## config.mk

```make
export PLATFORM = sky130hd
export DESIGN_NAME = emr_refresh_seq
export DESIGN_NICKNAME = d
export VERILOG_FILES = /design/src/rtl/emr_seq_pkg.sv /design/src/rtl/emr_gap_timer.sv /design/src/rtl/emr_pending_flag.sv /design/src/rtl/emr_seq_fsm.sv /design/src/rtl/emr_refresh_seq.sv
export SDC_FILE = /design/constraint.sdc
export NUM_CORES = 1
export LEC_CHECK = 0
export CORE_MARGIN = 3
export CORE_UTILIZATION = 48
export CTS_BUF_LIST = sky130_fd_sc_hd__clkbuf_8
export DETAILED_ROUTE_END_ITERATION = 10
export GPL_TIMING_DRIVEN = 0
export PLACE_DENSITY_LB_ADDON = 0.25
export SETUP_SLACK_MARGIN = 0.2
export SYNTH_ARGS = -nofsm -noshare
export SYNTH_HDL_FRONTEND = slang
export SYNTH_HIERARCHICAL = 1
export SYNTH_SLANG_ARGS = --single-unit
```

## constraint.sdc

```tcl
create_clock -name clk_i -period 2.6 [get_ports clk_i]
set_input_delay 0.52 -clock clk_i [delete_from_list [all_inputs] [get_ports clk_i]]
set_output_delay 0.52 -clock clk_i [all_outputs]
set_load 0.02 [all_outputs]
```

## src/rtl/emr_seq_pkg.sv

```systemverilog
package emr_seq_pkg;
  typedef enum logic [2:0] {
    CMD_MRS = 3'b000,
    CMD_REF = 3'b001,
    CMD_PRE = 3'b010,
    CMD_NOP = 3'b111
  } sdram_cmd_e;

  typedef enum logic [2:0] {
    ST_IDLE,
    ST_PRE,
    ST_MRS,
    ST_REF,
    ST_GAP
  } seq_state_e;
endpackage

```

## src/rtl/emr_gap_timer.sv

```systemverilog
module emr_gap_timer #(
  parameter int unsigned CW = 4
) (
  input  logic          clk_i,
  input  logic          rst_ni,
  input  logic          load_i,
  input  logic [CW-1:0] load_val_i,
  output logic          zero_o
);
  logic [CW-1:0] cnt_q;

  always_ff @(posedge clk_i or negedge rst_ni) begin
    if (!rst_ni)             cnt_q <= '0;
    else if (load_i)         cnt_q <= load_val_i;
    else if (cnt_q != '0)    cnt_q <= cnt_q - 1'b1;
  end

  assign zero_o = (cnt_q == '0);
endmodule

```

## src/rtl/emr_pending_flag.sv

```systemverilog
module emr_pending_flag (
  input  logic clk_i,
  input  logic rst_ni,
  input  logic change_i,
  input  logic upd_busy_i,
  input  logic upd_done_i,
  output logic pending_o
);
  logic pend_q, renew_q;

  // changes seen while an update runs must survive its completion
  always_ff @(posedge clk_i or negedge rst_ni) begin
    if (!rst_ni) begin
      pend_q  <= 1'b0;
      renew_q <= 1'b0;
    end else if (upd_done_i) begin
      pend_q  <= renew_q | change_i;
      renew_q <= 1'b0;
    end else begin
      if (change_i) pend_q <= 1'b1;
      if (change_i && upd_busy_i) renew_q <= 1'b1;
    end
  end

  assign pending_o = pend_q;
endmodule

```

## src/rtl/emr_seq_fsm.sv

```systemverilog
module emr_seq_fsm
  import emr_seq_pkg::*;
#(
  parameter int unsigned CW = 4
) (
  input  logic          clk_i,
  input  logic          rst_ni,
  input  logic          req_i,
  input  logic          pending_i,
  input  logic [CW-1:0] t_rp_i,
  input  logic [CW-1:0] t_mrd_i,
  input  logic [CW-1:0] t_rfc_i,
  input  logic          tmr_zero_i,
  output logic          tmr_load_o,
  output logic [CW-1:0] tmr_val_o,
  output seq_state_e    state_o,
  output logic          upd_busy_o,
  output logic          done_o,
  output logic          upd_done_o
);
  seq_state_e state_q, state_d, after_q, after_d;
  logic       upd_q, upd_d;
  logic [CW-1:0] rp_eff, mrd_eff, rfc_eff;

  function automatic logic [CW-1:0] eff(input logic [CW-1:0] t);
    return (t == '0) ? CW'(1) : t;
  endfunction

  assign rp_eff  = eff(t_rp_i);
  assign mrd_eff = eff(t_mrd_i);
  assign rfc_eff = eff(t_rfc_i);

  always_comb begin
    state_d    = state_q;
    after_d    = after_q;
    upd_d      = upd_q;
    tmr_load_o = 1'b0;
    tmr_val_o  = '0;
    done_o     = 1'b0;
    unique case (state_q)
      ST_IDLE: if (req_i) begin
        upd_d   = pending_i;
        state_d = pending_i ? ST_PRE : ST_REF;
      end
      ST_PRE: begin
        after_d = ST_MRS;
        if (rp_eff == CW'(1)) state_d = ST_MRS;
        else begin
          state_d    = ST_GAP;
          tmr_load_o = 1'b1;
          tmr_val_o  = rp_eff - CW'(2);
        end
      end
      ST_MRS: begin
        after_d = ST_REF;
        if (mrd_eff == CW'(1)) state_d = ST_REF;
        else begin
          state_d    = ST_GAP;
          tmr_load_o = 1'b1;
          tmr_val_o  = mrd_eff - CW'(2);
        end
      end
      ST_REF: begin
        // recovery gap is a full rfc_eff cycles of NOP
        after_d    = ST_IDLE;
        state_d    = ST_GAP;
        tmr_load_o = 1'b1;
        tmr_val_o  = rfc_eff - CW'(1);
      end
      ST_GAP: if (tmr_zero_i) begin
        state_d = after_q;
        if (after_q == ST_IDLE) begin
          done_o = 1'b1;
          upd_d  = 1'b0;
        end
      end
      default: state_d = ST_IDLE;
    endcase
  end

  always_ff @(posedge clk_i or negedge rst_ni) begin
    if (!rst_ni) begin
      state_q <= ST_IDLE;
      after_q <= ST_IDLE;
      upd_q   <= 1'b0;
    end else begin
      state_q <= state_d;
      after_q <= after_d;
      upd_q   <= upd_d;
    end
  end

  assign state_o    = state_q;
  assign upd_busy_o = upd_q;
  assign upd_done_o = done_o & upd_q;
endmodule

```

## src/rtl/emr_refresh_seq.sv

```systemverilog
module emr_refresh_seq
  import emr_seq_pkg::*;
#(
  parameter int unsigned CW      = 4,
  parameter int unsigned AW      = 13,
  parameter int unsigned BW      = 2,
  parameter int unsigned PRE_BIT = 10,
  parameter int unsigned EMR_BA  = 2
) (
  input  logic          clk_i,
  input  logic          rst_ni,
  input  logic          refresh_req_i,
  input  logic          cfg_changed_i,
  input  logic [2:0]    pasr_i,
  input  logic [1:0]    tcr_i,
  input  logic [1:0]    ds_i,
  input  logic [CW-1:0] t_rp_i,
  input  logic [CW-1:0] t_mrd_i,
  input  logic [CW-1:0] t_rfc_i,
  output logic [2:0]    cmd_o,
  output logic [BW-1:0] ba_o,
  output logic [AW-1:0] addr_o,
  output logic          cke_o,
  output logic          done_o
);
  localparam int unsigned FW = 7;

  seq_state_e    state;
  logic          pending, upd_busy, upd_done;
  logic          tmr_load, tmr_zero;
  logic [CW-1:0] tmr_val;
  logic [FW-1:0] emr_field;

  emr_pending_flag u_pend (
    .clk_i      (clk_i),
    .rst_ni     (rst_ni),
    .change_i   (cfg_changed_i),
    .upd_busy_i (upd_busy),
    .upd_done_i (upd_done),
    .pending_o  (pending)
  );

  emr_gap_timer #(.CW(CW)) u_tmr (
    .clk_i      (clk_i),
    .rst_ni     (rst_ni),
    .load_i     (tmr_load),
    .load_val_i (tmr_val),
    .zero_o     (tmr_zero)
  );

  emr_seq_fsm #(.CW(CW)) u_fsm (
    .clk_i      (clk_i),
    .rst_ni     (rst_ni),
    .req_i      (refresh_req_i),
    .pending_i  (pending),
    .t_rp_i     (t_rp_i),
    .t_mrd_i    (t_mrd_i),
    .t_rfc_i    (t_rfc_i),
    .tmr_zero_i (tmr_zero),
    .tmr_load_o (tmr_load),
    .tmr_val_o  (tmr_val),
    .state_o    (state),
    .upd_busy_o (upd_busy),
    .done_o     (done_o),
    .upd_done_o (upd_done)
  );

  assign emr_field = {ds_i, tcr_i, pasr_i};

  always_comb begin
    cmd_o  = CMD_NOP;
    ba_o   = '0;
    addr_o = '0;
    unique case (state)
      ST_PRE: begin
        cmd_o           = CMD_PRE;
        addr_o[PRE_BIT] = 1'b1;
      end
      ST_MRS: begin
        cmd_o         = CMD_MRS;
        ba_o          = BW'(EMR_BA);
        addr_o[FW-1:0] = emr_field;
      end
      ST_REF:  cmd_o = CMD_REF;
      default: ;
    endcase
  end

  assign cke_o = 1'b1;
endmodule

```

==> results.rst, run 1 <==
.. list-table::
   :header-rows: 1

   * - Metric
     - Value
   * - Maximum clock rate
     - 431 MHz
   * - Worst-Skew Late Latency
     - 0.24 ns
   * - Detailed-route wire length on metal 1
     - 1.08 mm
   * - CP Max Fanout
     - 12
   * - Count of input and output buffers
     - 35
   * - Final weighted congestion of routability-driven global placement
     - 0.767
   * - Worst max-slew margin expressed relative to the limit
     - 0.631
   * - Post-CTS Hold Buffers
     - 0
   * - Worst Skew
     - 0.00361 ns
   * - Critical path class
     - register to output port
   * - Final Util
     - 0.751
   * - CTS sink cnt
     - 12
   * - Cell-by-cell trace of the critical path
     - nor2_4, and3_1, clkdlybuf4s50_1
   * - Total detailed-routing wirelength
     - 2.69 mm
   * - Via count of the routed design
     - 1000
   * - Post-route cell area
     - 1520 um2
   * - Yosys warnings
     - 6
   * - Remaining antenna violation count
     - 0
   * - Instance count of the mapped netlist
     - 116
   * - Worst path slowest cell
     - sky130_fd_sc_hd__clkdlybuf4s50_1
   * - Largest net degree at the start of global routing
     - 13
   * - Number of cells on the worst reg-to-reg path
     - 6
   * - DR WL met2
     - 1.43 mm
   * - Area of all sequential standard cells
     - 302 um2
   * - Outcome
     - completed
   * - Beginning of the worst register-to-register path
     - u_fsm/state_o[0]
   * - Number of buffers created by CTS
     - 3
   * - Clk pin slew, worst setup/hold paths
     - 0.06 ns
   * - Ys async rst share
     - 1.00
   * - Final period demand of the worst path
     - 2.32 ns
   * - P per Cell Area
     - 950 nW/um2
   * - Initial standard-cell utilization of the core
     - 0.520
   * - Growth of design area from synthesis to finish
     - 44.4%
   * - Average via count per standard cell
     - 5.32
   * - Die extent in x
     - 52.8 um
   * - Post-layout power
     - 1.44 mW
   * - Per-cell routed wire length
     - 14.3 um
   * - Synth area leaders
     - sky130_fd_sc_hd__dfrtp_1 (29%), sky130_fd_sc_hd__o221ai_2 (5.7%), sky130_fd_sc_hd__buf_4 (5.0%), sky130_fd_sc_hd__ha_1 (4.8%), sky130_fd_sc_hd__and3_1 (4.2%)
   * - Slack of the worst reg-to-reg path
     - 0.59 ns
   * - Commonest non-fill, non-tap cells in the layout
     - sky130_fd_sc_hd__clkdlybuf4s50_1 (34), sky130_fd_sc_hd__dfrtp_1 (11), sky130_fd_sc_hd__inv_1 (10)
   * - TritonCTS clock tree
     - done
   * - Placed instance area
     - 1450 um2
   * - Leading cell type in the layout, fill and taps excluded
     - sky130_fd_sc_hd__clkdlybuf4s50_1
   * - Remaining global-route overflow
     - 0
   * - Number of global-route vias before repair
     - 962
   * - DRC errors left
     - 0
   * - Die outline height
     - 52.8 um
   * - P_leak
     - 0.665 nW
   * - Start point of the worst hold path
     - u_pend/renew_q
   * - Count of routing violations after the opening detailed-route iteration
     - 25
   * - Hold WC Path Type
     - register to register
   * - Top-area cell type share of the netlist area
     - 0.286
   * - Required time reported for the critical path endpoint
     - 2.08 ns
   * - Average footprint of a synthesized cell
     - 9.06 um2
   * - Unrepaired setup endpoints after global routing
     - true
   * - Post-route fraction of the period consumed by the critical path
     - 0.893
   * - Longest individual stage delay on the worst path
     - 0.61 ns
   * - Clk Tree Root Cell
     - sky130_fd_sc_hd__clkbuf_8
   * - Number of standard-cell rows in the floorplan
     - 16
   * - First-pass GRT wire length
     - 4.19 mm
   * - Number of iterations in the first detailed-routing pass
     - 4
   * - Top routing layer in use
     - met4
   * - Reg-to-Reg End
     - u_tmr/cnt_q[3]
   * - Count of cell types in the netlist
     - 44
   * - DP Worst Slack
     - 0.120 ns
   * - Final layout net count
     - 189
   * - Overall fraction of global-route tracks in use
     - 0.208
   * - Destination of the worst hold path
     - u_pend/pending_o
   * - H-tree depth
     - 1
   * - Final Max Tran Viols
     - 0
   * - Post-synthesis sequential area ratio
     - 0.286
   * - Crit path DAT
     - 1.80 ns
   * - Capturing element type of the critical path
     - output port
   * - Seq cells post-synth
     - 12
   * - Total length of routed met3 wires
     - 120 um
   * - Nature of the critical path startpoint
     - register
   * - Aggregate negative setup slack
     - 0 ns
   * - Worst vdd rail ir drop
     - 0.574 mV
   * - Worst-case setup margin in the final layout
     - 0.279 ns
   * - Die footprint
     - 2790 um2
   * - Area of the core region
     - 2020 um2
   * - Post-synth top flop
     - sky130_fd_sc_hd__dfrtp_1
   * - CTS max path bufs
     - 2
   * - Number of fillers in the final layout
     - 155
   * - I/O pin count
     - 43
   * - Initial antenna violation count
     - 0
   * - Cell taking the most area after synthesis
     - sky130_fd_sc_hd__dfrtp_1
   * - Slew @ Worst Pin
     - 0.552 ns
   * - Number of flops mapped to enable cells by yosys
     - 0
   * - Fraction of layout cells with a size suffix above 1
     - 0.186
   * - Max_cap viols
     - 0
   * - Placed wire-length estimate
     - 2.17 mm
   * - Hold depth
     - 1
   * - Number of hold violations in the final report
     - 0
   * - Multi-input logic area
     - 664 um2
   * - Ant diodes
     - 0
   * - Post-Synthesis Cell Area
     - 1050 um2
   * - Final number of setup-violating endpoints
     - 0
routing by layer:
metal,GRT usage,vias up
li1,-,491
met1,0.223,471
met2,0.397,32
met3,0.0456,6
met4,0.0638,0
met5,0,-
timing repair:
item                       in CTS  in global routing
resized for setup               1                  4
pin swaps                       0                  0
buffers inserted                1                  0
setup endpoints to repair       1                 10
cloned                          0                  0
stage by stage:
stage               hold WS (ns)  cells
floorplan                  0.224    121
global placement           0.475    183
detailed placement         0.490    183
CTS                        0.503    188
global route               0.508    188
finish                     0.496    188
flip-flops by register name, summed over array words and instances, names as in the netlist:
name,cells
u_pend/pending_o,1
u_fsm/state_o,3
u_tmr/cnt_q,4
u_pend/renew_q,1
u_fsm/after_q,2
u_fsm/upd_busy_o,1
logic make-up after synthesis:
logic type	after synthesis	synth area share
other	2	0.00715
flip-flops	12	0.286
AO/OA/AOI/OAI	22	0.174
multiplexers	4	0.0393
AND/OR/NAND/NOR	47	0.300
buffers and inverters	20	0.105
XOR/XNOR	5	0.0417
adder cells (fa/ha/maj)	4	0.0476
report_power, final:
part | internal, mW | switching (mW)
Sequential | 0.261 | 0.114
Combinational | 0.426 | 0.432
Clock | 0.134 | 0.0740
Total | 0.822 | 0.620
cell usage after synthesis (2+ instances only):
cell type / instances
sky130_fd_sc_hd__nand2_1: 6
sky130_fd_sc_hd__nor3b_2: 2
sky130_fd_sc_hd__inv_1: 10
sky130_fd_sc_hd__a21oi_1: 4
sky130_fd_sc_hd__nor2_1: 4
sky130_fd_sc_hd__o31ai_1: 2
sky130_fd_sc_hd__nand2b_1: 4
sky130_fd_sc_hd__buf_4: 7
sky130_fd_sc_hd__ha_1: 4
sky130_fd_sc_hd__nor2b_1: 2
sky130_fd_sc_hd__nand2b_2: 2
sky130_fd_sc_hd__or3_1: 2
sky130_fd_sc_hd__nor3b_1: 2
sky130_fd_sc_hd__o21a_1: 2
sky130_fd_sc_hd__and3_1: 7
sky130_fd_sc_hd__xor2_1: 2
sky130_fd_sc_hd__xnor2_1: 3
sky130_fd_sc_hd__mux2i_1: 3
sky130_fd_sc_hd__conb_1: 2
sky130_fd_sc_hd__nor3_1: 6
sky130_fd_sc_hd__o221ai_2: 4
sky130_fd_sc_hd__and2_1: 2
sky130_fd_sc_hd__dfrtp_1: 12
sky130_fd_sc_hd__o21ai_0: 2
critical path, delay by kind of cell, from the launching register on:
family,cells,cell delay [ns]
and+or+nand+nor,2,0.42
DFF,1,0.54
buffers and inverters,1,0.61
how the worst max path moves through the flow:
stage,depth (start not counted),to,startpoint
4_1_cts,3,addr_o[2],u_fsm/state_o[0]
3_5_place_dp,6,done_o,u_tmr/cnt_q[0]
2_1_floorplan,8,u_pend/pending_o,u_tmr/cnt_q[0]
3_3_place_gp,6,done_o,u_tmr/cnt_q[0]
6_report,3,addr_o[2],u_fsm/state_o[0]
5_1_grt,3,addr_o[2],u_fsm/state_o[0]
layout make-up:
| cell class | count | area share |
|---|---|---|
| Sequential cell | 12 | 0.199 |
| Buffer | 10 | 0.0478 |
| Clock buffer | 4 | 0.0363 |
| Timing Repair Buffer | 36 | 0.232 |
| Tap cell | 27 | 0.0223 |
| Multi-Input combinational cell | 89 | 0.438 |
| Inverter | 10 | 0.0247 |
Power figures use the tool's default switching activity.
==> inputs of run 2 (changes only) <==
--- a/config.mk
+++ b/config.mk
@@ -6,8 +6,9 @@
 export NUM_CORES = 1
 export LEC_CHECK = 0
 export CORE_MARGIN = 3
-export CORE_UTILIZATION = 48
+export CORE_UTILIZATION = 44
 export CTS_BUF_LIST = sky130_fd_sc_hd__clkbuf_8
+export CTS_CLUSTER_SIZE = 25
 export DETAILED_ROUTE_END_ITERATION = 10
 export GPL_TIMING_DRIVEN = 0
 export PLACE_DENSITY_LB_ADDON = 0.25
==> constraint.sdc (replaced) <==
create_clock -name clk_i -period 2.3 [get_ports clk_i]
set_input_delay 0.46 -clock clk_i [delete_from_list [all_inputs] [get_ports clk_i]]
set_output_delay 0.46 -clock clk_i [all_outputs]
set_load 0.01 [all_outputs]
==> run 2 against run 1 <==
Compared with the run above:
- register-to-register slack got worse by 0.11 ns
- non-clock buffer count rose by 5
- clock skew barely moved
- utilization fell by 4.8 points
- critical path depth did not move
==> results.rst, run 2 (synthesis results as in run 1) <==
.. list-table::
   :header-rows: 1

   * - Metric
     - Value
   * - Worst path bufs/invs
     - 2 (was 1)
   * - Longest individual stage delay on the worst path
     - 0.53 ns (was 0.61 ns)
   * - Crit path DAT
     - 1.59 ns (was 1.80 ns)
   * - Worst-Skew Late Latency
     - 0.24 ns (about the same)
   * - Worst path slowest cell
     - sky130_fd_sc_hd__clkdlybuf4s50_1 (unchanged)
   * - Slack of the worst reg-to-reg path
     - 0.48 ns (was 0.59 ns)
   * - Final weighted congestion of routability-driven global placement
     - 0.737 (was 0.767)
   * - Slew @ Worst Pin
     - 0.570 ns (was 0.552 ns)
   * - Final period demand of the worst path
     - 2.05 ns
   * - Outcome
     - completed (unchanged)
   * - Clk pin slew, worst setup/hold paths
     - 0.05 ns (was 0.06 ns)
   * - Final number of setup-violating endpoints
     - 0 (unchanged)
   * - Remaining antenna violation count
     - 0 (unchanged)
   * - Average via count per standard cell
     - 5.05 (was 5.32)
   * - Number of global-route vias before repair
     - 898 (was 962)
   * - Start point of the worst hold path
     - u_pend/renew_q (unchanged)
   * - Max_cap viols
     - 0 (unchanged)
   * - Number of buffers created by CTS
     - 3 (unchanged)
   * - Area of the core region
     - 2230 um2 (was 2020 um2)
   * - Count of input and output buffers
     - 35 (unchanged)
   * - Fraction of layout cells with a size suffix above 1
     - 0.241 (was 0.186)
   * - CP most frequent cell
     - sky130_fd_sc_hd__clkdlybuf4s50_1
   * - CP delay by family, top
     - buffers and inverters (unchanged)
   * - CTS sink cnt
     - 12 (unchanged)
   * - CTS max path bufs
     - 2 (unchanged)
   * - Number of iterations in the first detailed-routing pass
     - 4 (unchanged)
   * - Beginning of the worst register-to-register path
     - u_tmr/cnt_q[0] (was u_fsm/state_o[0])
   * - Total detailed-routing wirelength
     - 2.56 mm (was 2.69 mm)
   * - Largest net degree at the start of global routing
     - 13 (unchanged)
   * - I/O pin count
     - 43 (unchanged)
   * - Destination of the worst hold path
     - u_pend/pending_o (unchanged)
   * - Leading cell type in the layout, fill and taps excluded
     - sky130_fd_sc_hd__clkdlybuf4s50_1 (unchanged)
   * - Maximum clock rate
     - 488 MHz
   * - DP Worst Slack
     - -0.0484 ns (was 0.120 ns)
   * - Aggregate negative setup slack
     - 0 ns (unchanged)
   * - Capturing element type of the critical path
     - output port (unchanged)
   * - Number of fillers in the final layout
     - 181 (was 155)
   * - Initial antenna violation count
     - 0 (unchanged)
   * - Worst max-slew margin expressed relative to the limit
     - 0.619 (was 0.631)
   * - Worst-case setup margin in the final layout
     - 0.250 ns (was 0.279 ns)
   * - Hold depth
     - 1 (unchanged)
   * - Final layout net count
     - 194 (was 189)
   * - First-pass GRT wire length
     - 3.94 mm (was 4.19 mm)
   * - Unrepaired setup endpoints after global routing
     - true (unchanged)
   * - Required time reported for the critical path endpoint
     - 1.84 ns (was 2.08 ns)
   * - Critical path class
     - input port to output port (was register to output port)
   * - Commonest non-fill, non-tap cells in the layout
     - sky130_fd_sc_hd__clkdlybuf4s50_1 (33), sky130_fd_sc_hd__buf_4 (13), sky130_fd_sc_hd__inv_1 (10) (was sky130_fd_sc_hd__clkdlybuf4s50_1 (34), sky130_fd_sc_hd__dfrtp_1 (11), sky130_fd_sc_hd__inv_1 (10))
   * - Number of standard-cell rows in the floorplan
     - 17 (was 16)
   * - Number of flip-flops in the largest register
     - 4 (unchanged)
   * - Clk Tree Root Cell
     - sky130_fd_sc_hd__clkbuf_8 (unchanged)
   * - Ant diodes
     - 0 (unchanged)
   * - Die extent in x
     - 54.9 um (was 52.8 um)
   * - P per Cell Area
     - 1040 nW/um2 (was 950 nW/um2)
   * - Largest Register
     - u_tmr/cnt_q (unchanged)
   * - Count of routing violations after the opening detailed-route iteration
     - 16 (was 25)
   * - H-tree depth
     - 1 (unchanged)
   * - Number of cells on the worst reg-to-reg path
     - 8 (was 6)
   * - Remaining global-route overflow
     - 0 (unchanged)
   * - Via count of the routed design
     - 980 (was 1000)
   * - Initial standard-cell utilization of the core
     - 0.471 (was 0.520)
   * - Growth of design area from synthesis to finish
     - 49.4% (was 44.4%)
   * - Reg-to-Reg End
     - u_pend/pending_o (was u_tmr/cnt_q[3])
   * - Post-CTS Hold Buffers
     - 0 (unchanged)
   * - Cell-by-cell trace of the critical path
     - clkdlybuf4s50_1, and3_1, clkdlybuf4s50_1 (was nor2_4, and3_1, clkdlybuf4s50_1)
   * - Overall fraction of global-route tracks in use
     - 0.180 (was 0.208)
   * - DRC errors left
     - 0 (unchanged)
   * - CP Max Fanout
     - 1 (was 12)
   * - Worst Skew
     - 0.00318 ns (was 0.00361 ns)
   * - Die outline height
     - 54.9 um (was 52.8 um)
   * - Placed wire-length estimate
     - 1.98 mm (was 2.17 mm)
   * - Per-cell routed wire length
     - 13.2 um (was 14.3 um)
   * - Hold WC Path Type
     - register to register (unchanged)
   * - Nature of the critical path startpoint
     - input port (was register)
   * - Die footprint
     - 3010 um2 (was 2790 um2)
   * - Worst vdd rail ir drop
     - 0.574 mV (about the same)
   * - Number of hold violations in the final report
     - 0 (unchanged)
   * - Post-route fraction of the period consumed by the critical path
     - 0.891
   * - TritonCTS clock tree
     - done (unchanged)
   * - Final Max Tran Viols
     - 0 (unchanged)
   * - P_leak
     - 0.711 nW (was 0.665 nW)
-- run 2: where the power goes --
| group | internal (mW) | total, mW | switching (mW) |
|---|---|---|---|
| clock | 0.151 | 0.230 | 0.0788 |
| combinational | 0.533 | 1.00 | 0.468 |
| sequential | 0.299 | 0.402 | 0.103 |
-- run 2: area by class of cell --
class	count	area [um2]	share of cell area
Sequential cell	12	304	0.194
Multi-Input combinational cell	89	672	0.428
Timing Repair Buffer	41	393	0.250
Inverter	10	37.5	0.0239
Tap cell	28	35.0	0.0223
Buffer	10	73.8	0.0470
Clock buffer	4	55.1	0.0351
-- run 2: stage by stage --
stage                      util  power (mW)  cell area (um2)  cells  hold WS (ns)
after floorplan               -        1.01             1070    121         0.164
after global routing      0.703        1.76             1570    194         0.514
final                     0.703        1.63             1570    194         0.493
after detailed placement  0.652        1.30             1460    184         0.492
after CTS                 0.695        1.60             1550    192         0.495
after global placement    0.652        1.26             1460    184         0.480
-- run 2: metal layers --
layer  part of all wire  wire (um)  up-vias  GRT usage
li1                   -          -      502          -
met1               0.40       1030      455      0.202
met2               0.56       1430       23      0.354
met3              0.041        105        0     0.0354
met4                  0          0        0     0.0124
met5                  0          0        -          0
-- run 2: what timing repair did --
item                                    4_1_cts  5_1_grt
gates resized for setup                       7        6
pin swaps                                     0        0
buffers inserted                              4        2
endpoints found under the setup margin       11       10
hold endpoints to repair                      0        0
-- run 2: worst max-delay path by stage --
stage	slack, ns	to	depth (start not counted)	startpoint
final	0.25	addr_o[2]	3	pasr_i[2]
after global routing	0.17	done_o	6	u_tmr/cnt_q[0]
after CTS	0.16	done_o	6	u_tmr/cnt_q[0]
after detailed placement	-0.05	done_o	6	u_tmr/cnt_q[0]
after global placement	-0.01	done_o	6	u_tmr/cnt_q[0]
after floorplan	0.43	u_pend/pending_o	8	u_tmr/cnt_q[0]
